## src/rtl/hart_timer_pkg.sv

```systemverilog
package hart_timer_pkg;

  localparam int unsigned HT_DATA_W   = 32;
  localparam int unsigned HT_CNT_W    = 64;
  localparam int unsigned HT_PRE_W    = 12;
  localparam int unsigned HT_STEP_W   = 8;
  localparam int unsigned HT_STEP_LSB = 16;
  localparam int unsigned HT_ADDR_W   = 10;

  // byte offsets inside the window
  localparam int unsigned OFS_CTRL   = 32'h000;
  localparam int unsigned OFS_CFG    = 32'h100;
  localparam int unsigned OFS_CNT_LO = 32'h104;
  localparam int unsigned OFS_CNT_HI = 32'h108;
  localparam int unsigned OFS_CMP_LO = 32'h10C;
  localparam int unsigned OFS_CMP_HI = 32'h110;
  localparam int unsigned OFS_IEN    = 32'h114;
  localparam int unsigned OFS_IST    = 32'h118;
  localparam int unsigned OFS_ITEST  = 32'h11C;

  typedef struct packed {
    logic ctrl;
    logic cfg;
    logic cnt_lo;
    logic cnt_hi;
    logic cmp_lo;
    logic cmp_hi;
    logic ien;
    logic ist;
    logic itest;
  } ht_sel_t;

  function automatic ht_sel_t ht_decode(input int unsigned off);
    ht_sel_t s;
    s = '0;
    case (off)
      OFS_CTRL:   s.ctrl   = 1'b1;
      OFS_CFG:    s.cfg    = 1'b1;
      OFS_CNT_LO: s.cnt_lo = 1'b1;
      OFS_CNT_HI: s.cnt_hi = 1'b1;
      OFS_CMP_LO: s.cmp_lo = 1'b1;
      OFS_CMP_HI: s.cmp_hi = 1'b1;
      OFS_IEN:    s.ien    = 1'b1;
      OFS_IST:    s.ist    = 1'b1;
      OFS_ITEST:  s.itest  = 1'b1;
      default:    s        = '0;
    endcase
    return s;
  endfunction

  // timer condition: compare at or below the count
  function automatic logic ht_reached(input logic [HT_CNT_W-1:0] cmp,
                                      input logic [HT_CNT_W-1:0] cnt);
    return cmp <= cnt;
  endfunction

  function automatic logic [HT_CNT_W-1:0] ht_advance(input logic [HT_CNT_W-1:0]  cnt,
                                                     input logic [HT_STEP_W-1:0] step);
    return cnt + HT_CNT_W'(step);
  endfunction

  function automatic logic [HT_DATA_W-1:0] ht_pack_cfg(input logic [HT_PRE_W-1:0]  pre,
                                                       input logic [HT_STEP_W-1:0] step);
    logic [HT_DATA_W-1:0] v;
    v = '0;
    v[HT_PRE_W-1:0] = pre;
    v[HT_STEP_LSB +: HT_STEP_W] = step;
    return v;
  endfunction

endpackage

```

## src/rtl/ht_regs.sv

```systemverilog
module ht_regs
  import hart_timer_pkg::*;
#(
  parameter int unsigned DATA_W = HT_DATA_W,
  parameter int unsigned CNT_W  = HT_CNT_W,
  parameter int unsigned PRE_W  = HT_PRE_W,
  parameter int unsigned STEP_W = HT_STEP_W
) (
  input  logic              clk_i,
  input  logic              rst_ni,
  input  ht_sel_t           wsel_i,
  input  logic [DATA_W-1:0] wdata_i,
  output logic              active_o,
  output logic [PRE_W-1:0]  prescale_o,
  output logic [STEP_W-1:0] step_o,
  output logic [CNT_W-1:0]  cmp_o,
  output logic              ien_o
);
  localparam int unsigned HALVES = CNT_W / DATA_W;

  logic [HALVES-1:0] cmp_wr;
  assign cmp_wr = {wsel_i.cmp_hi, wsel_i.cmp_lo};

  always_ff @(posedge clk_i or negedge rst_ni) begin
    if (!rst_ni) begin
      active_o   <= 1'b0;
      prescale_o <= '0;
      step_o     <= STEP_W'(1);
      ien_o      <= 1'b0;
    end else begin
      if (wsel_i.ctrl) active_o <= wdata_i[0];
      if (wsel_i.cfg) begin
        prescale_o <= wdata_i[PRE_W-1:0];
        step_o     <= wdata_i[HT_STEP_LSB +: STEP_W];
      end
      if (wsel_i.ien) ien_o <= wdata_i[0];
    end
  end

  for (genvar h = 0; h < HALVES; h++) begin : g_cmp_word
    always_ff @(posedge clk_i or negedge rst_ni) begin
      if (!rst_ni)        cmp_o[h*DATA_W +: DATA_W] <= '1;
      else if (cmp_wr[h]) cmp_o[h*DATA_W +: DATA_W] <= wdata_i;
    end
  end

endmodule

```

## src/rtl/ht_count.sv

```systemverilog
module ht_count
  import hart_timer_pkg::*;
#(
  parameter int unsigned DATA_W = HT_DATA_W,
  parameter int unsigned CNT_W  = HT_CNT_W,
  parameter int unsigned PRE_W  = HT_PRE_W,
  parameter int unsigned STEP_W = HT_STEP_W
) (
  input  logic                       clk_i,
  input  logic                       rst_ni,
  input  logic                       active_i,
  input  logic [PRE_W-1:0]           prescale_i,
  input  logic [STEP_W-1:0]          step_i,
  input  logic [CNT_W/DATA_W-1:0]    wr_i,
  input  logic [DATA_W-1:0]          wdata_i,
  output logic [CNT_W-1:0]           cnt_o
);
  localparam int unsigned HALVES = CNT_W / DATA_W;

  logic [PRE_W-1:0] tick_q;
  logic             tick_wrap;
  logic [CNT_W-1:0] cnt_d;

  // >= keeps the divider from running away if prescale shrinks mid-period
  assign tick_wrap = active_i && (tick_q >= prescale_i);

  always_ff @(posedge clk_i or negedge rst_ni) begin
    if (!rst_ni)       tick_q <= '0;
    else if (active_i) tick_q <= tick_wrap ? '0 : tick_q + PRE_W'(1);
  end

  always_comb begin
    cnt_d = cnt_o;
    if (|wr_i) begin
      for (int h = 0; h < HALVES; h++) begin
        if (wr_i[h]) cnt_d[h*DATA_W +: DATA_W] = wdata_i;
      end
    end else if (tick_wrap) begin
      cnt_d = ht_advance(cnt_o, step_i);
    end
  end

  always_ff @(posedge clk_i or negedge rst_ni) begin
    if (!rst_ni) cnt_o <= '0;
    else         cnt_o <= cnt_d;
  end

  // a disabled, unwritten counter holds
  a_r3_hold: assert property (@(posedge clk_i) disable iff (!rst_ni)
    (!active_i && wr_i == '0) |=> $stable(cnt_o));

  // a divider wrap adds exactly one step
  a_r3_step: assert property (@(posedge clk_i) disable iff (!rst_ni)
    (tick_wrap && wr_i == '0) |=> cnt_o == $past(cnt_o) + CNT_W'($past(step_i)));

  // a software load wins over the increment
  a_r4_load_low: assert property (@(posedge clk_i) disable iff (!rst_ni)
    wr_i[0] |=> cnt_o[DATA_W-1:0] == $past(wdata_i));

endmodule

```

## src/rtl/ht_intr.sv

```systemverilog
module ht_intr
  import hart_timer_pkg::*;
#(
  parameter int unsigned CNT_W = HT_CNT_W
) (
  input  logic             clk_i,
  input  logic             rst_ni,
  input  logic             active_i,
  input  logic [CNT_W-1:0] cmp_i,
  input  logic [CNT_W-1:0] cnt_i,
  input  logic             ien_i,
  input  logic             clr_req_i,
  input  logic             test_req_i,
  output logic             status_o,
  output logic             hart_irq_o,
  output logic             periph_irq_o
);
  logic cond;
  logic set_evt;

  assign cond    = ht_reached(cmp_i, cnt_i);
  assign set_evt = cond | test_req_i;

  always_ff @(posedge clk_i or negedge rst_ni) begin
    if (!rst_ni) status_o <= 1'b0;
    else         status_o <= set_evt | (status_o & ~clr_req_i);
  end

  assign hart_irq_o   = active_i & cond;
  assign periph_irq_o = status_o & ien_i;

  // a set event always lands in status, even against a clear
  a_r7_set: assert property (@(posedge clk_i) disable iff (!rst_ni)
    set_evt |=> status_o);

  // status is sticky without a clear
  a_r7_sticky: assert property (@(posedge clk_i) disable iff (!rst_ni)
    (status_o && !clr_req_i) |=> status_o);

  // a clear with no competing set empties status
  a_r8_clear: assert property (@(posedge clk_i) disable iff (!rst_ni)
    (clr_req_i && !set_evt) |=> !status_o);

endmodule

```

## src/rtl/hart_timer.sv

```systemverilog
module hart_timer
  import hart_timer_pkg::*;
#(
  parameter int unsigned ADDR_W = HT_ADDR_W,
  parameter int unsigned DATA_W = HT_DATA_W,
  parameter int unsigned CNT_W  = HT_CNT_W,
  parameter int unsigned PRE_W  = HT_PRE_W,
  parameter int unsigned STEP_W = HT_STEP_W
) (
  input  logic              clk_i,
  input  logic              rst_ni,
  input  logic [ADDR_W-1:0] addr_i,
  input  logic              rd_i,
  input  logic              wr_i,
  input  logic [DATA_W-1:0] wdata_i,
  output logic [DATA_W-1:0] rdata_o,
  output logic              hart_irq_o,
  output logic              periph_irq_o
);
  localparam int unsigned HALVES = CNT_W / DATA_W;

  logic [ADDR_W-1:0] word_off;
  ht_sel_t           sel;
  ht_sel_t           wsel;
  logic              unused_lsb;

  logic              active;
  logic [PRE_W-1:0]  prescale;
  logic [STEP_W-1:0] step;
  logic [CNT_W-1:0]  cmp;
  logic              ien;
  logic [CNT_W-1:0]  cnt;
  logic              status;

  assign word_off   = {addr_i[ADDR_W-1:2], 2'b00};
  assign unused_lsb = ^addr_i[1:0];
  assign sel        = ht_decode(32'(word_off));
  assign wsel       = wr_i ? sel : '0;

  ht_regs #(.DATA_W(DATA_W), .CNT_W(CNT_W), .PRE_W(PRE_W), .STEP_W(STEP_W)) u_regs (
    .clk_i      (clk_i),
    .rst_ni     (rst_ni),
    .wsel_i     (wsel),
    .wdata_i    (wdata_i),
    .active_o   (active),
    .prescale_o (prescale),
    .step_o     (step),
    .cmp_o      (cmp),
    .ien_o      (ien)
  );

  ht_count #(.DATA_W(DATA_W), .CNT_W(CNT_W), .PRE_W(PRE_W), .STEP_W(STEP_W)) u_count (
    .clk_i      (clk_i),
    .rst_ni     (rst_ni),
    .active_i   (active),
    .prescale_i (prescale),
    .step_i     (step),
    .wr_i       (HALVES'({wsel.cnt_hi, wsel.cnt_lo})),
    .wdata_i    (wdata_i),
    .cnt_o      (cnt)
  );

  ht_intr #(.CNT_W(CNT_W)) u_intr (
    .clk_i        (clk_i),
    .rst_ni       (rst_ni),
    .active_i     (active),
    .cmp_i        (cmp),
    .cnt_i        (cnt),
    .ien_i        (ien),
    .clr_req_i    (wsel.ist & wdata_i[0]),
    .test_req_i   (wsel.itest & wdata_i[0]),
    .status_o     (status),
    .hart_irq_o   (hart_irq_o),
    .periph_irq_o (periph_irq_o)
  );

  always_comb begin
    rdata_o = '0;
    if (rd_i) begin
      if (sel.ctrl)   rdata_o[0] = active;
      if (sel.cfg)    rdata_o    = ht_pack_cfg(prescale, step);
      if (sel.cnt_lo) rdata_o    = cnt[DATA_W-1:0];
      if (sel.cnt_hi) rdata_o    = cnt[DATA_W +: DATA_W];
      if (sel.cmp_lo) rdata_o    = cmp[DATA_W-1:0];
      if (sel.cmp_hi) rdata_o    = cmp[DATA_W +: DATA_W];
      if (sel.ien)    rdata_o[0] = ien;
      if (sel.ist)    rdata_o[0] = status;
    end
  end

  // unmapped reads are zero
  a_r11_unmapped_zero: assert property (@(posedge clk_i) disable iff (!rst_ni)
    (rd_i && sel == '0) |-> rdata_o == '0);

  // the hart line is never up while disabled
  a_r6_gated: assert property (@(posedge clk_i) disable iff (!rst_ni)
    $fell(active) |-> !hart_irq_o);

endmodule

```

## config.mk

```make
export PLATFORM = sky130hd
export DESIGN_NAME = hart_timer
export DESIGN_NICKNAME = d
export VERILOG_FILES = /design/src/rtl/hart_timer_pkg.sv /design/src/rtl/ht_regs.sv /design/src/rtl/ht_count.sv /design/src/rtl/ht_intr.sv /design/src/rtl/hart_timer.sv
export SDC_FILE = /design/constraint.sdc
export NUM_CORES = 1
export LEC_CHECK = 0
export ABC_AREA = 1
export BUFFER_PORTS_ARGS = -buffer_cell sky130_fd_sc_hd__buf_2
export CORE_ASPECT_RATIO = 0.6
export CORE_UTILIZATION = 30
export DETAILED_ROUTE_END_ITERATION = 8
export GPL_TIMING_DRIVEN = 0
export HOLD_SLACK_MARGIN = 0.1
export PLACE_DENSITY = 0.43
export SYNTH_ARGS = -nofsm -noshare
export SYNTH_HDL_FRONTEND = slang
export SYNTH_HIERARCHICAL = 1
export SYNTH_SLANG_ARGS = --single-unit
```

## constraint.sdc

```tcl
create_clock -name clk_i -period 2.8 [get_ports clk_i]
set_clock_uncertainty 0.2 [all_clocks]
set_input_delay 0 -clock clk_i [delete_from_list [all_inputs] [get_ports clk_i]]
set_output_delay 0 -clock clk_i [all_outputs]
set_load 0.005 [all_outputs]
```

==> run_summary.xml, run 1 <==
<?xml version="1.0" encoding="UTF-8"?>
<metrics>
  <group name="status">
    <metric name="status" unit="">finished with violations</metric>
    <metric name="violations" unit="">setup timing</metric>
  </group>
  <group name="finish">
    <metric name="finish.net_count" unit="">2375</metric>
    <metric name="fin_cells" unit="">2835</metric>
    <metric name="fin_util" unit="">0.363</metric>
    <metric name="drive_above_1_share" unit="">0.174</metric>
    <metric name="finish.instance_area" unit="sq mm">0.0159</metric>
    <metric name="area_delta_synth_final" unit="%">18.1</metric>
    <metric name="antennaDiodeCount" unit="">0</metric>
  </group>
  <group name="sta">
    <metric name="finalCriticalPeriod" unit="ps">2820</metric>
    <metric name="worstMarginPinSlew" unit="ps">845</metric>
    <metric name="post-route-worst-setup-slack" unit="ps">-23.3</metric>
    <metric name="final_hold_viol_count" unit="">0</metric>
    <metric name="fin_hold_ws" unit="ps">110</metric>
    <metric name="rsz0062_at_grt" unit="">yes</metric>
    <metric name="achievable-frequency" unit="MHz">354</metric>
    <metric name="normalized_max_slew_margin" unit="">0.437</metric>
    <metric name="finalCritPeriodShare" unit="">1.01</metric>
    <metric name="slew_violations" unit="">0</metric>
    <metric name="setup_viol_count_final" unit="">1</metric>
  </group>
  <group name="clock_tree">
    <metric name="htree_levels" unit="">4</metric>
    <metric name="clk_buf_depth" unit="">2</metric>
    <metric name="cts_made_buffers" unit="">17</metric>
    <metric name="cts-root-buf" unit="">sky130_fd_sc_hd__clkbuf_16</metric>
    <metric name="tritoncts_num_sinks" unit="">163</metric>
    <metric name="clock_slew_seen_by_the_registers_of_the_worst_setup_and_hold_paths" unit="ps">90</metric>
    <metric name="cts_tree" unit="">done</metric>
    <metric name="clock_latency" unit="ps">470</metric>
  </group>
  <group name="global_route">
    <metric name="antenna_violations_before_repair" unit="">0</metric>
    <metric name="global_route_total_usage_across_every_layer" unit="">0.288</metric>
    <metric name="grt_pass1_vias" unit="">13289</metric>
    <metric name="pin_count_of_the_biggest_net_entering_global_routing" unit="">105</metric>
    <metric name="global_route_wire_length_before_repair" unit="um">93500</metric>
    <metric name="global_route.overflow_total" unit="">0</metric>
  </group>
  <group name="worst_setup_path">
    <metric name="top_delay_family_on_crit_path" unit="">simple AND/OR/NAND/NOR gates</metric>
    <metric name="timing.setup.critical_path_class" unit="">flip-flop to output pin</metric>
    <metric name="path_buf_inv" unit="">2</metric>
    <metric name="critical_path.slowest_cell" unit="">sky130_fd_sc_hd__dfrtp_2</metric>
    <metric name="path_common_cell" unit="">sky130_fd_sc_hd__nand2_1</metric>
    <metric name="worst-r2r-setup-slack" unit="ps">120</metric>
    <metric name="setup_crit_end_kind" unit="">output pin</metric>
    <metric name="worstReg2RegEnd" unit="">u_count/cnt_o[43]$_DFFE_PN0P_</metric>
    <metric name="critPathArrivalTime" unit="ps">2620</metric>
    <metric name="timing.critical_path.fanout_max" unit="">6</metric>
    <metric name="r2r_cells" unit="">12</metric>
    <metric name="worst_setup_path_start_kind" unit="">flip-flop</metric>
    <metric name="worst_r2r_startpoint" unit="">u_regs/step_o[7]$_DFFE_PN0P_</metric>
    <metric name="required_time_of_the_critical_path" unit="ps">2600</metric>
    <metric name="critical_path.cell_chain" unit="">inv_1 -&gt; ha_1 -&gt; nand2_1 -&gt; nor2_1 -&gt; nand2_1 -&gt; nor4_4 -&gt; nand2_1 -&gt; nand2_1 -&gt; nand2_1 -&gt; nand2_1 -&gt; a21oi_2 -&gt; buf_2</metric>
    <metric name="critical_path.max_stage_delay" unit="ps">460</metric>
  </group>
  <group name="worst_hold_path">
    <metric name="whs_path_depth" unit="">4</metric>
    <metric name="hold_path.class" unit="">primary input to flip-flop</metric>
    <metric name="holdCritStartpoint" unit="">wdata_i[25]</metric>
    <metric name="endpoint_of_the_worst_hold_path" unit="">u_regs/cmp_o[25]$_DFFE_PN1P_</metric>
  </group>
  <group name="power_and_ir_drop">
    <metric name="switchingPower" unit="mW">3.22</metric>
    <metric name="p_seq_frac" unit="">0.446</metric>
    <metric name="p_int" unit="mW">4.64</metric>
    <metric name="pwr-share-comb" unit="">0.238</metric>
    <metric name="highest_ir_drop_seen_on_vdd" unit="mV">0.404</metric>
    <metric name="p_leak" unit="nW">7.95</metric>
    <metric name="cellPowerDensity" unit="mW/mm^2">494</metric>
    <metric name="sw_frac_of_total" unit="">0.410</metric>
    <metric name="share_of_total_power_in_the_clock_network" unit="">0.316</metric>
  </group>
  <group name="die">
    <metric name="boundaryPins" unit="">80</metric>
    <metric name="coreArea" unit="sq mm">0.0438</metric>
    <metric name="die_h" unit="um">166</metric>
    <metric name="floorplan.initialDensity" unit="">0.307</metric>
    <metric name="die_width" unit="um">276</metric>
    <metric name="dieArea" unit="sq mm">0.0458</metric>
    <metric name="row_count" unit="">59</metric>
  </group>
  <group name="placed_design">
    <metric name="numPortBuffers" unit="">77</metric>
    <metric name="hpwlAfterDp" unit="um">51300</metric>
    <metric name="placed_cells_incl_taps" unit="">2744</metric>
    <metric name="place.gp.congestion" unit="">0.995</metric>
    <metric name="placedInstanceArea" unit="sq mm">0.0146</metric>
    <metric name="placement.setup.worst_slack" unit="ps">-395</metric>
  </group>
  <group name="routing">
    <metric name="detail-route-antenna-nets" unit="">0</metric>
    <metric name="total_detailed_routing_wirelength" unit="um">65900</metric>
    <metric name="vias" unit="">14740</metric>
    <metric name="detail_route.wl_per_cell" unit="um">23.2</metric>
    <metric name="drt_iter0_drc" unit="">1834</metric>
    <metric name="dr.pass1.iters" unit="">8</metric>
    <metric name="via_per_inst" unit="">5.20</metric>
    <metric name="remaining_drc_errors" unit="">0</metric>
  </group>
  <group name="yosys">
    <metric name="syn-cell-area" unit="sq mm">0.0135</metric>
    <metric name="ys.warnings.count" unit="">6</metric>
    <metric name="syn-mean-instance-area" unit="sq um">6.46</metric>
    <metric name="synth_nets" unit="">2219</metric>
    <metric name="postSynthCellCount" unit="">2087</metric>
  </group>
  <group name="flow_run">
    <metric name="drv.max_cap_violation_count" unit="">0</metric>
  </group>
</metrics>
==> routing by layer <==
layer | GRT usage | vias up | wire length [um]
li1 | - | 6882 | -
met1 | 0.471 | 7058 | 33400
met2 | 0.358 | 743 | 23900
met3 | 0.0866 | 57 | 7800
met4 | 0.0459 | 0 | 867
met5 | 0 | - | 0
==> what timing repair did <==
action,in CTS,in global routing
endpoints found under the hold margin,257,0
gates resized for setup,21,35
buffers inserted,2,3
setup endpoints to repair,1,53
hold buffers,54,0
==> power groups by stage <==
stage                     Sequential [mW]  Combinational [mW]  Clock, mW
after floorplan                      2.96                1.24          0
after global placement               3.44                1.70          0
after detailed placement             3.44                1.74          0
after CTS                            3.42                1.82       2.54
after global routing                 3.50                2.12       2.62
final                                3.51                1.87       2.48
==> metrics by stage <==
step,power (mW),TNS [ps]
CTS,7.77,0
global route,8.24,-71.6
global placement,5.14,-171050
detailed placement,5.18,-7330
finish,7.86,-23.3
floorplan,4.20,0
==> layout make-up <==
type                    count  area (sq um)
flip-flops and latches    163          4210
inverters                 245           932
multi-input cells        1614          7980
well taps                 579           724
clock inverters            10          85.1
repair buffers            137          1020
clock buffers              22           497
plain buffers              65           465
fillers                  4834         27900
==> registers in the layout, indices dropped and copies added (netlist names) <==
signal and count:
u_regs/ien_o 1, u_count/cnt_o 64, u_regs/active_o 1, u_regs/prescale_o 12, u_count/tick_q 12, u_intr/status_o 1, u_regs/step_o 8, u_regs/cmp_o 64
==> worst max-delay path by stage <==
stage,slack (ps),to,cells past startpoint,from
finish,-20,hart_irq_o,12,u_count/cnt_o[27]$_DFFE_PN0P_
global route,-70,hart_irq_o,9,u_count/cnt_o[46]$_DFFE_PN0P_
CTS,6,hart_irq_o,9,u_count/cnt_o[46]$_DFFE_PN0P_
detailed placement,-390,u_count/cnt_o[53]$_DFFE_PN0P_,14,addr_i[9]
global placement,-1490,u_intr/status_o$_DFF_PN0_,1,rst_ni
floorplan,640,u_count/cnt_o[32]$_DFFE_PN0P_,14,u_count/cnt_o[0]$_DFFE_PN0P_
==> tightest hold or removal path: cells and delay by family <==
| kind | cells | cell delay [ps] |
|---|---|---|
| buf+inv | 2 | 670 |
| simple gates | 2 | 110 |
==> layout by cell type (no fill, tap or decap), types with 16 or more instances in the layout <==
cell	count
sky130_fd_sc_hd__a21oi_1	60
sky130_fd_sc_hd__dfrtp_1	61
sky130_fd_sc_hd__nand2_2	41
sky130_fd_sc_hd__inv_2	16
sky130_fd_sc_hd__inv_1	226
sky130_fd_sc_hd__o21ai_1	22
sky130_fd_sc_hd__nand4_1	47
sky130_fd_sc_hd__dfrtp_2	37
sky130_fd_sc_hd__nand3_1	109
sky130_fd_sc_hd__ha_1	82
sky130_fd_sc_hd__nand2_1	896
sky130_fd_sc_hd__nor2_1	156
sky130_fd_sc_hd__nor2_2	26
sky130_fd_sc_hd__dlygate4sd3_1	53
sky130_fd_sc_hd__dfstp_2	65
sky130_fd_sc_hd__clkbuf_16	19
sky130_fd_sc_hd__o21ai_0	49
sky130_fd_sc_hd__buf_2	101
Note: power is estimated with default switching activity, not from simulation.
==> run 2: changes to the inputs <==
--- a/config.mk
+++ b/config.mk
@@ -7,12 +7,15 @@
 export LEC_CHECK = 0
 export ABC_AREA = 1
 export BUFFER_PORTS_ARGS = -buffer_cell sky130_fd_sc_hd__buf_2
+export CELL_PAD_IN_SITES_DETAIL_PLACEMENT = 1
+export CELL_PAD_IN_SITES_GLOBAL_PLACEMENT = 2
 export CORE_ASPECT_RATIO = 0.6
 export CORE_UTILIZATION = 30
 export DETAILED_ROUTE_END_ITERATION = 8
 export GPL_TIMING_DRIVEN = 0
 export HOLD_SLACK_MARGIN = 0.1
-export PLACE_DENSITY = 0.43
+export PLACE_DENSITY = 0.7
+export REMOVE_ABC_BUFFERS = 1
 export SYNTH_ARGS = -nofsm -noshare
 export SYNTH_HDL_FRONTEND = slang
 export SYNTH_HIERARCHICAL = 1
==> run_summary.xml, run 2 (synthesis gave the netlist of run 1 again) <==
<?xml version="1.0" encoding="UTF-8"?>
<metrics>
  <group name="global_route">
    <metric name="antenna_violations_before_repair" unit="">0</metric>
    <metric name="pin_count_of_the_biggest_net_entering_global_routing" unit="">84</metric>
    <metric name="global_route_wire_length_before_repair" unit="um">98100</metric>
    <metric name="global_route_total_usage_across_every_layer" unit="">0.295</metric>
    <metric name="grt_pass1_vias" unit="">14582</metric>
    <metric name="global_route.overflow_total" unit="">0</metric>
  </group>
  <group name="die">
    <metric name="boundaryPins" unit="">80</metric>
    <metric name="coreArea" unit="sq mm">0.0438</metric>
    <metric name="row_count" unit="">59</metric>
    <metric name="dieArea" unit="sq mm">0.0458</metric>
    <metric name="floorplan.initialDensity" unit="">0.307</metric>
    <metric name="die_h" unit="um">166</metric>
    <metric name="die_width" unit="um">276</metric>
  </group>
  <group name="routing">
    <metric name="detail_route.wl_per_cell" unit="um">23.7</metric>
    <metric name="via_per_inst" unit="">5.24</metric>
    <metric name="dr.pass1.iters" unit="">5</metric>
    <metric name="detail-route-antenna-nets" unit="">0</metric>
    <metric name="total_detailed_routing_wirelength" unit="um">67300</metric>
    <metric name="drt_iter0_drc" unit="">1242</metric>
    <metric name="vias" unit="">14855</metric>
    <metric name="remaining_drc_errors" unit="">0</metric>
  </group>
  <group name="worst_hold_path">
    <metric name="hold_path.class" unit="">primary input to asynchronous set/reset pin</metric>
  </group>
  <group name="finish">
    <metric name="finish.instance_area" unit="sq mm">0.0164</metric>
    <metric name="finish.net_count" unit="">2374</metric>
    <metric name="area_delta_synth_final" unit="%">21.5</metric>
    <metric name="regs_by_ff_count" unit="">u_count/cnt_o: 64 flops, u_regs/cmp_o: 64 flops</metric>
    <metric name="fin_cells" unit="">2834</metric>
    <metric name="layout.cells.most_common" unit="">sky130_fd_sc_hd__nand2_1</metric>
    <metric name="most-common-layout-cells" unit="">sky130_fd_sc_hd__nand2_1, sky130_fd_sc_hd__inv_1, sky130_fd_sc_hd__nor2_1, sky130_fd_sc_hd__nand3_1, sky130_fd_sc_hd__ha_1</metric>
    <metric name="drive_above_1_share" unit="">0.193</metric>
    <metric name="antennaDiodeCount" unit="">0</metric>
    <metric name="fin_util" unit="">0.373</metric>
  </group>
  <group name="clock_tree">
    <metric name="cts_tree" unit="">done</metric>
    <metric name="cts_made_buffers" unit="">17</metric>
    <metric name="clock_latency" unit="ps">470</metric>
    <metric name="cts-root-buf" unit="">sky130_fd_sc_hd__clkbuf_16</metric>
    <metric name="clock_slew_seen_by_the_registers_of_the_worst_setup_and_hold_paths" unit="ps">80</metric>
    <metric name="tritoncts_num_sinks" unit="">163</metric>
    <metric name="clk_buf_depth" unit="">2</metric>
    <metric name="htree_levels" unit="">4</metric>
  </group>
  <group name="worst_setup_path">
    <metric name="timing.setup.critical_path_class" unit="">flip-flop to flip-flop</metric>
    <metric name="endpoint" unit="">u_count/cnt_o[50]$_DFFE_PN0P_</metric>
    <metric name="worst-r2r-setup-slack" unit="ps">-30</metric>
    <metric name="timing.critical_path.fanout_max" unit="">5</metric>
    <metric name="worst_r2r_startpoint" unit="">u_count/cnt_o[29]$_DFFE_PN0P_</metric>
    <metric name="setup_crit_end_kind" unit="">flip-flop</metric>
    <metric name="r2r_cells" unit="">14</metric>
    <metric name="cp-startpoint" unit="">u_count/cnt_o[29]$_DFFE_PN0P_</metric>
    <metric name="worst_setup_path_start_kind" unit="">flip-flop</metric>
    <metric name="required_time_of_the_critical_path" unit="ps">2990</metric>
    <metric name="worstReg2RegEnd" unit="">u_count/cnt_o[50]$_DFFE_PN0P_</metric>
    <metric name="critPathArrivalTime" unit="ps">3010</metric>
  </group>
  <group name="sta">
    <metric name="slew_violations" unit="">0</metric>
    <metric name="fin_hold_ws" unit="ps">96.0</metric>
    <metric name="rsz0062_at_grt" unit="">yes</metric>
    <metric name="normalized_max_slew_margin" unit="">0.0851</metric>
    <metric name="setup_viol_count_final" unit="">1</metric>
    <metric name="finalCritPeriodShare" unit="">1.01</metric>
    <metric name="achievable-frequency" unit="MHz">354</metric>
    <metric name="worstMarginPinSlew" unit="ps">1370</metric>
    <metric name="fin_tns_setup" unit="ps">-25.3</metric>
    <metric name="post-route-worst-setup-slack" unit="ps">-25.3</metric>
    <metric name="finalCriticalPeriod" unit="ps">2830</metric>
    <metric name="final_hold_viol_count" unit="">0</metric>
  </group>
  <group name="power_and_ir_drop">
    <metric name="p_leak" unit="nW">8.09</metric>
    <metric name="post-layout-total-power" unit="mW">8.33</metric>
    <metric name="highest_ir_drop_seen_on_vdd" unit="mV">0.378</metric>
    <metric name="cellPowerDensity" unit="mW/mm^2">509</metric>
  </group>
  <group name="placed_design">
    <metric name="hpwlAfterDp" unit="um">46900</metric>
    <metric name="place.gp.congestion" unit="">0.937</metric>
    <metric name="placed_cells_incl_taps" unit="">2687</metric>
    <metric name="placedInstanceArea" unit="sq mm">0.0143</metric>
    <metric name="numPortBuffers" unit="">77</metric>
    <metric name="placement.setup.worst_slack" unit="ps">-1910</metric>
  </group>
  <group name="status">
    <metric name="status" unit="">finished with violations</metric>
    <metric name="violations" unit="">setup timing</metric>
  </group>
  <group name="flow_run">
    <metric name="drv.max_cap_violation_count" unit="">0</metric>
  </group>
</metrics>
-- run 2: cell types whose count changed in the layout (fill, tap and decap cells not counted), sizes merged, moves of 4 or more --
cell,delta
inv,-4
clkbuf,-13
bufinv,+4
dlygate4sd3,+6
nand2,+5
-- run 2: routing by layer --
| layer | share of wire | wire length, um | track usage |
|---|---|---|---|
| met5 | 0 | 0 | 0 |
| met4 | 0.012 | 800 | 0.0490 |
| met3 | 0.061 | 4080 | 0.0418 |
| met2 | 0.39 | 26200 | 0.402 |
| met1 | 0.54 | 36200 | 0.482 |
-- run 2: what timing repair did --
action | CTS | global route
pin swaps | 8 | 18
setup endpoints to repair | 98 | 50
gates cloned | 7 | 1
buffers inserted | 21 | 26
endpoints found under the hold margin | 286 | 0
gates resized for setup | 53 | 52
hold buffers | 60 | 0
-- run 2: critical path, stage by stage, from the launching register on --
cell and delay [ps]:
sky130_fd_sc_hd__dfrtp_2 400, sky130_fd_sc_hd__buf_4 110, sky130_fd_sc_hd__buf_4 160, sky130_fd_sc_hd__nand2_1 100, sky130_fd_sc_hd__nor2_1 320, sky130_fd_sc_hd__inv_2 80, sky130_fd_sc_hd__nor2_2 140, sky130_fd_sc_hd__nand2_1 220
sky130_fd_sc_hd__nor2_1 380, sky130_fd_sc_hd__nand3_1 210, sky130_fd_sc_hd__nand2_1 110, sky130_fd_sc_hd__nand2_1 50, sky130_fd_sc_hd__nor2_1 130, sky130_fd_sc_hd__nor2_1 60, sky130_fd_sc_hd__nor2_1 80
-- run 2: area by class of cell --
class                           count  area, sq um
Fill cell                        5616        27500
Multi-Input combinational cell   1622         8290
Sequential cell                   163         4220
Timing Repair Buffer              193         1560
Inverter                          245          942
Tap cell                          579          724
Clock buffer                       21          460
Clock inverter                     11          173
-- run 2: power breakdown --
part	leakage (nW)	internal, mW	switching (mW)	total, mW
clock network	0.308	1.55	1.16	2.71
registers	1.91	2.68	0.417	3.10
logic	5.87	0.902	1.62	2.52
-- run 2: worst min-delay path by stage --
stage,start,end,slack [ps],cells after the start
after floorplan,rst_ni,u_count/cnt_o[0]$_DFFE_PN0P_,-500,0
after global placement,wdata_i[12],u_regs/cmp_o[44]$_DFFE_PN1P_,20,3
after detailed placement,rst_ni,u_count/cnt_o[54]$_DFFE_PN0P_,-150,1
after CTS,rst_ni,u_regs/cmp_o[54]$_DFFE_PN1P_,100,2
after global routing,wdata_i[18],u_regs/cmp_o[50]$_DFFE_PN1P_,120,4
final,rst_ni,u_regs/cmp_o[54]$_DFFE_PN1P_,100,2
==> run 3: changes to the inputs <==
--- a/config.mk
+++ b/config.mk
@@ -14,7 +14,7 @@
 export DETAILED_ROUTE_END_ITERATION = 8
 export GPL_TIMING_DRIVEN = 0
 export HOLD_SLACK_MARGIN = 0.1
-export PLACE_DENSITY = 0.7
+export PLACE_DENSITY = 0.78
 export REMOVE_ABC_BUFFERS = 1
 export SYNTH_ARGS = -nofsm -noshare
 export SYNTH_HDL_FRONTEND = slang
==> run_summary.xml, run 3 (synthesis gave the netlist of run 1 again) <==
<?xml version="1.0" encoding="UTF-8"?>
<metrics>
  <group name="placed_design">
    <metric name="placed_cells_incl_taps" unit="">2687</metric>
    <metric name="place.gp.congestion" unit="">0.943</metric>
    <metric name="numPortBuffers" unit="">77</metric>
    <metric name="placement.setup.worst_slack" unit="ps">-2030</metric>
    <metric name="hpwlAfterDp" unit="um">46000</metric>
  </group>
  <group name="die">
    <metric name="dieArea" unit="sq mm">0.0458</metric>
    <metric name="floorplan.initialDensity" unit="">0.307</metric>
    <metric name="row_count" unit="">59</metric>
    <metric name="coreArea" unit="sq mm">0.0438</metric>
    <metric name="die_width" unit="um">276</metric>
    <metric name="die_h" unit="um">166</metric>
    <metric name="boundaryPins" unit="">80</metric>
  </group>
  <group name="routing">
    <metric name="dr.pass1.iters" unit="">7</metric>
    <metric name="top_signal_layer_used" unit="">met5</metric>
    <metric name="via_per_inst" unit="">5.27</metric>
    <metric name="detail-route-antenna-nets" unit="">0</metric>
    <metric name="dr_wl_met3" unit="um">5510</metric>
    <metric name="routedLengthMet1" unit="um">34200</metric>
    <metric name="total_detailed_routing_wirelength" unit="um">65500</metric>
    <metric name="detail_route.wl_per_cell" unit="um">23.3</metric>
    <metric name="vias" unit="">14818</metric>
    <metric name="met2WireLength" unit="um">24600</metric>
    <metric name="drt_iter0_drc" unit="">1230</metric>
    <metric name="remaining_drc_errors" unit="">0</metric>
  </group>
  <group name="power_and_ir_drop">
    <metric name="p_seq_frac" unit="">0.385</metric>
    <metric name="pwr-share-comb" unit="">0.283</metric>
    <metric name="p_int" unit="mW">5.04</metric>
    <metric name="share_of_total_power_in_the_clock_network" unit="">0.332</metric>
    <metric name="cellPowerDensity" unit="mW/mm^2">504</metric>
    <metric name="switchingPower" unit="mW">3.08</metric>
    <metric name="highest_ir_drop_seen_on_vdd" unit="mV">0.414</metric>
    <metric name="sw_frac_of_total" unit="">0.380</metric>
    <metric name="p_leak" unit="nW">8.00</metric>
    <metric name="post-layout-total-power" unit="mW">8.12</metric>
  </group>
  <group name="sta">
    <metric name="setup_viol_count_final" unit="">1</metric>
    <metric name="slew_violations" unit="">0</metric>
    <metric name="finalCriticalPeriod" unit="ps">2840</metric>
    <metric name="finalCritPeriodShare" unit="">1.01</metric>
    <metric name="achievable-frequency" unit="MHz">353</metric>
    <metric name="worstMarginPinSlew" unit="ps">1500</metric>
    <metric name="normalized_max_slew_margin" unit="">0.00162</metric>
    <metric name="post-route-worst-setup-slack" unit="ps">-35.5</metric>
    <metric name="final_hold_viol_count" unit="">0</metric>
    <metric name="rsz0062_at_grt" unit="">yes</metric>
    <metric name="fin_hold_ws" unit="ps">117</metric>
  </group>
  <group name="clock_tree">
    <metric name="clock_slew_seen_by_the_registers_of_the_worst_setup_and_hold_paths" unit="ps">70</metric>
    <metric name="cts_tree" unit="">done</metric>
    <metric name="htree_levels" unit="">4</metric>
    <metric name="tritoncts_num_sinks" unit="">163</metric>
    <metric name="clock_latency" unit="ps">470</metric>
    <metric name="clk_buf_depth" unit="">2</metric>
    <metric name="cts-root-buf" unit="">sky130_fd_sc_hd__clkbuf_16</metric>
    <metric name="cts_made_buffers" unit="">17</metric>
  </group>
  <group name="finish">
    <metric name="area_delta_synth_final" unit="%">19.5</metric>
    <metric name="drive_above_1_share" unit="">0.171</metric>
    <metric name="fill_cells" unit="">5672</metric>
    <metric name="most-common-layout-cells" unit="">sky130_fd_sc_hd__nand2_1, sky130_fd_sc_hd__inv_1, sky130_fd_sc_hd__nor2_1, sky130_fd_sc_hd__nand3_1, sky130_fd_sc_hd__ha_1</metric>
    <metric name="regs_by_ff_count" unit="">u_count/cnt_o: 64 flops, u_regs/cmp_o: 64 flops</metric>
    <metric name="fin_cells" unit="">2812</metric>
    <metric name="layout.cells.most_common" unit="">sky130_fd_sc_hd__nand2_1</metric>
    <metric name="finish.net_count" unit="">2352</metric>
    <metric name="antennaDiodeCount" unit="">0</metric>
  </group>
  <group name="worst_setup_path">
    <metric name="worst_setup_path_start_kind" unit="">flip-flop</metric>
    <metric name="timing.critical_path.fanout_max" unit="">7</metric>
    <metric name="worst-r2r-setup-slack" unit="ps">170</metric>
    <metric name="timing.setup.critical_path_class" unit="">flip-flop to output pin</metric>
    <metric name="required_time_of_the_critical_path" unit="ps">2600</metric>
    <metric name="critPathArrivalTime" unit="ps">2640</metric>
    <metric name="path_common_cell" unit="">sky130_fd_sc_hd__nand2_1</metric>
    <metric name="critical_path.slowest_cell" unit="">sky130_fd_sc_hd__dfrtp_1</metric>
    <metric name="setup_crit_end_kind" unit="">output pin</metric>
    <metric name="critical_path.max_stage_delay" unit="ps">590</metric>
    <metric name="critical_path.cell_chain" unit="">inv_1 -&gt; ha_1 -&gt; nand2_1 -&gt; nor3_2 -&gt; nand2_1 -&gt; nand2_1 -&gt; nand2_1 -&gt; nand2_1 -&gt; nand2_1 -&gt; nand2_2 -&gt; a21oi_2 -&gt; buf_2</metric>
  </group>
  <group name="status">
    <metric name="status" unit="">finished with violations</metric>
    <metric name="violations" unit="">capacitance limit, setup timing</metric>
  </group>
  <group name="worst_hold_path">
    <metric name="hold_path.class" unit="">primary input to flip-flop</metric>
  </group>
  <group name="global_route">
    <metric name="grt_pass1_vias" unit="">14365</metric>
    <metric name="global_route.overflow_total" unit="">0</metric>
    <metric name="global_route_total_usage_across_every_layer" unit="">0.286</metric>
    <metric name="global_route_wire_length_before_repair" unit="um">95300</metric>
    <metric name="pin_count_of_the_biggest_net_entering_global_routing" unit="">103</metric>
    <metric name="antenna_violations_before_repair" unit="">1</metric>
  </group>
  <group name="flow_run">
    <metric name="drv.max_cap_violation_count" unit="">1</metric>
  </group>
</metrics>
-- run 3: cell types whose count changed in the layout (fill, tap and decap cells not counted), sizes merged --
cell         change
buf             -22
nand2            -1
clkinv           -1
dlygate4sd3      +1
inv              -2
clkbuf           +3
-- run 3: final timing paths --
kind	from	end	cells after the start
min	wdata_i[24]	u_regs/cmp_o[24]$_DFFE_PN1P_	4
max reg2reg	u_regs/step_o[2]$_DFFE_PN0P_	u_count/cnt_o[37]$_DFFE_PN0P_	13
max in group asynchronous	rst_ni	u_count/cnt_o[41]$_DFFE_PN0P_	4
min in group asynchronous	rst_ni	u_regs/cmp_o[20]$_DFFE_PN1P_	3
min reg2reg	u_regs/cmp_o[36]$_DFFE_PN1P_	u_regs/cmp_o[36]$_DFFE_PN1P_	2
max	u_count/cnt_o[12]$_DFFE_PN0P_	hart_irq_o	12
-- run 3: power by group through the flow --
stage / combinational, mW / clock, mW / sequential, mW
final: 2.30 / 2.70 / 3.12
after global routing: 2.54 / 2.81 / 3.16
after CTS: 2.22 / 2.74 / 3.12
after detailed placement: 1.80 / 0 / 3.26
after global placement: 1.70 / 0 / 3.25
after floorplan: 1.21 / 0 / 2.97
-- run 3: final cells by class --
type                            instances  area [sq um]  area share
Clock buffer                           24           482      0.0299
Clock inverter                          8           150     0.00932
Inverter                              245           945      0.0587
Multi-Input combinational cell       1621          8170       0.507
Sequential cell                       163          4210       0.261
Tap cell                              579           724      0.0450
Timing Repair Buffer                  172          1430      0.0887
-- run 3: per-stage QoR --
stage | instance area, sq um | utilization | TNS (ps)
global placement | 14100 | 0.322 | -758630
finish | 16100 | 0.367 | -35.5
detailed placement | 14400 | 0.328 | -112480
global route | 16100 | 0.367 | -152
CTS | 16000 | 0.364 | 0
floorplan | 13000 | - | -92440
-- run 3: worst max-delay path, delay by kind of cell (launching register included) --
family | cells | cell delay, ps
simple gates | 8 | 990
flops | 1 | 590
fa+ha+maj | 1 | 300
buf+inv | 2 | 230
compound gates | 1 | 70
-- run 3: timing repair --
item                                    4_1_cts  5_1_grt
hold buffers                                 61        0
pin swaps                                    11        3
endpoints found under the setup margin       98      105
setup buffers                                19        6
endpoints found under the hold margin       284        0
gates resized for setup                      61       13
cloned                                        6        1
-- run 3: routing by layer --
metal | up-vias | GRT usage
li1 | 6842 | -
met1 | 7397 | 0.462
met2 | 507 | 0.368
met3 | 66 | 0.0681
met4 | 6 | 0.0663
met5 | - | 0
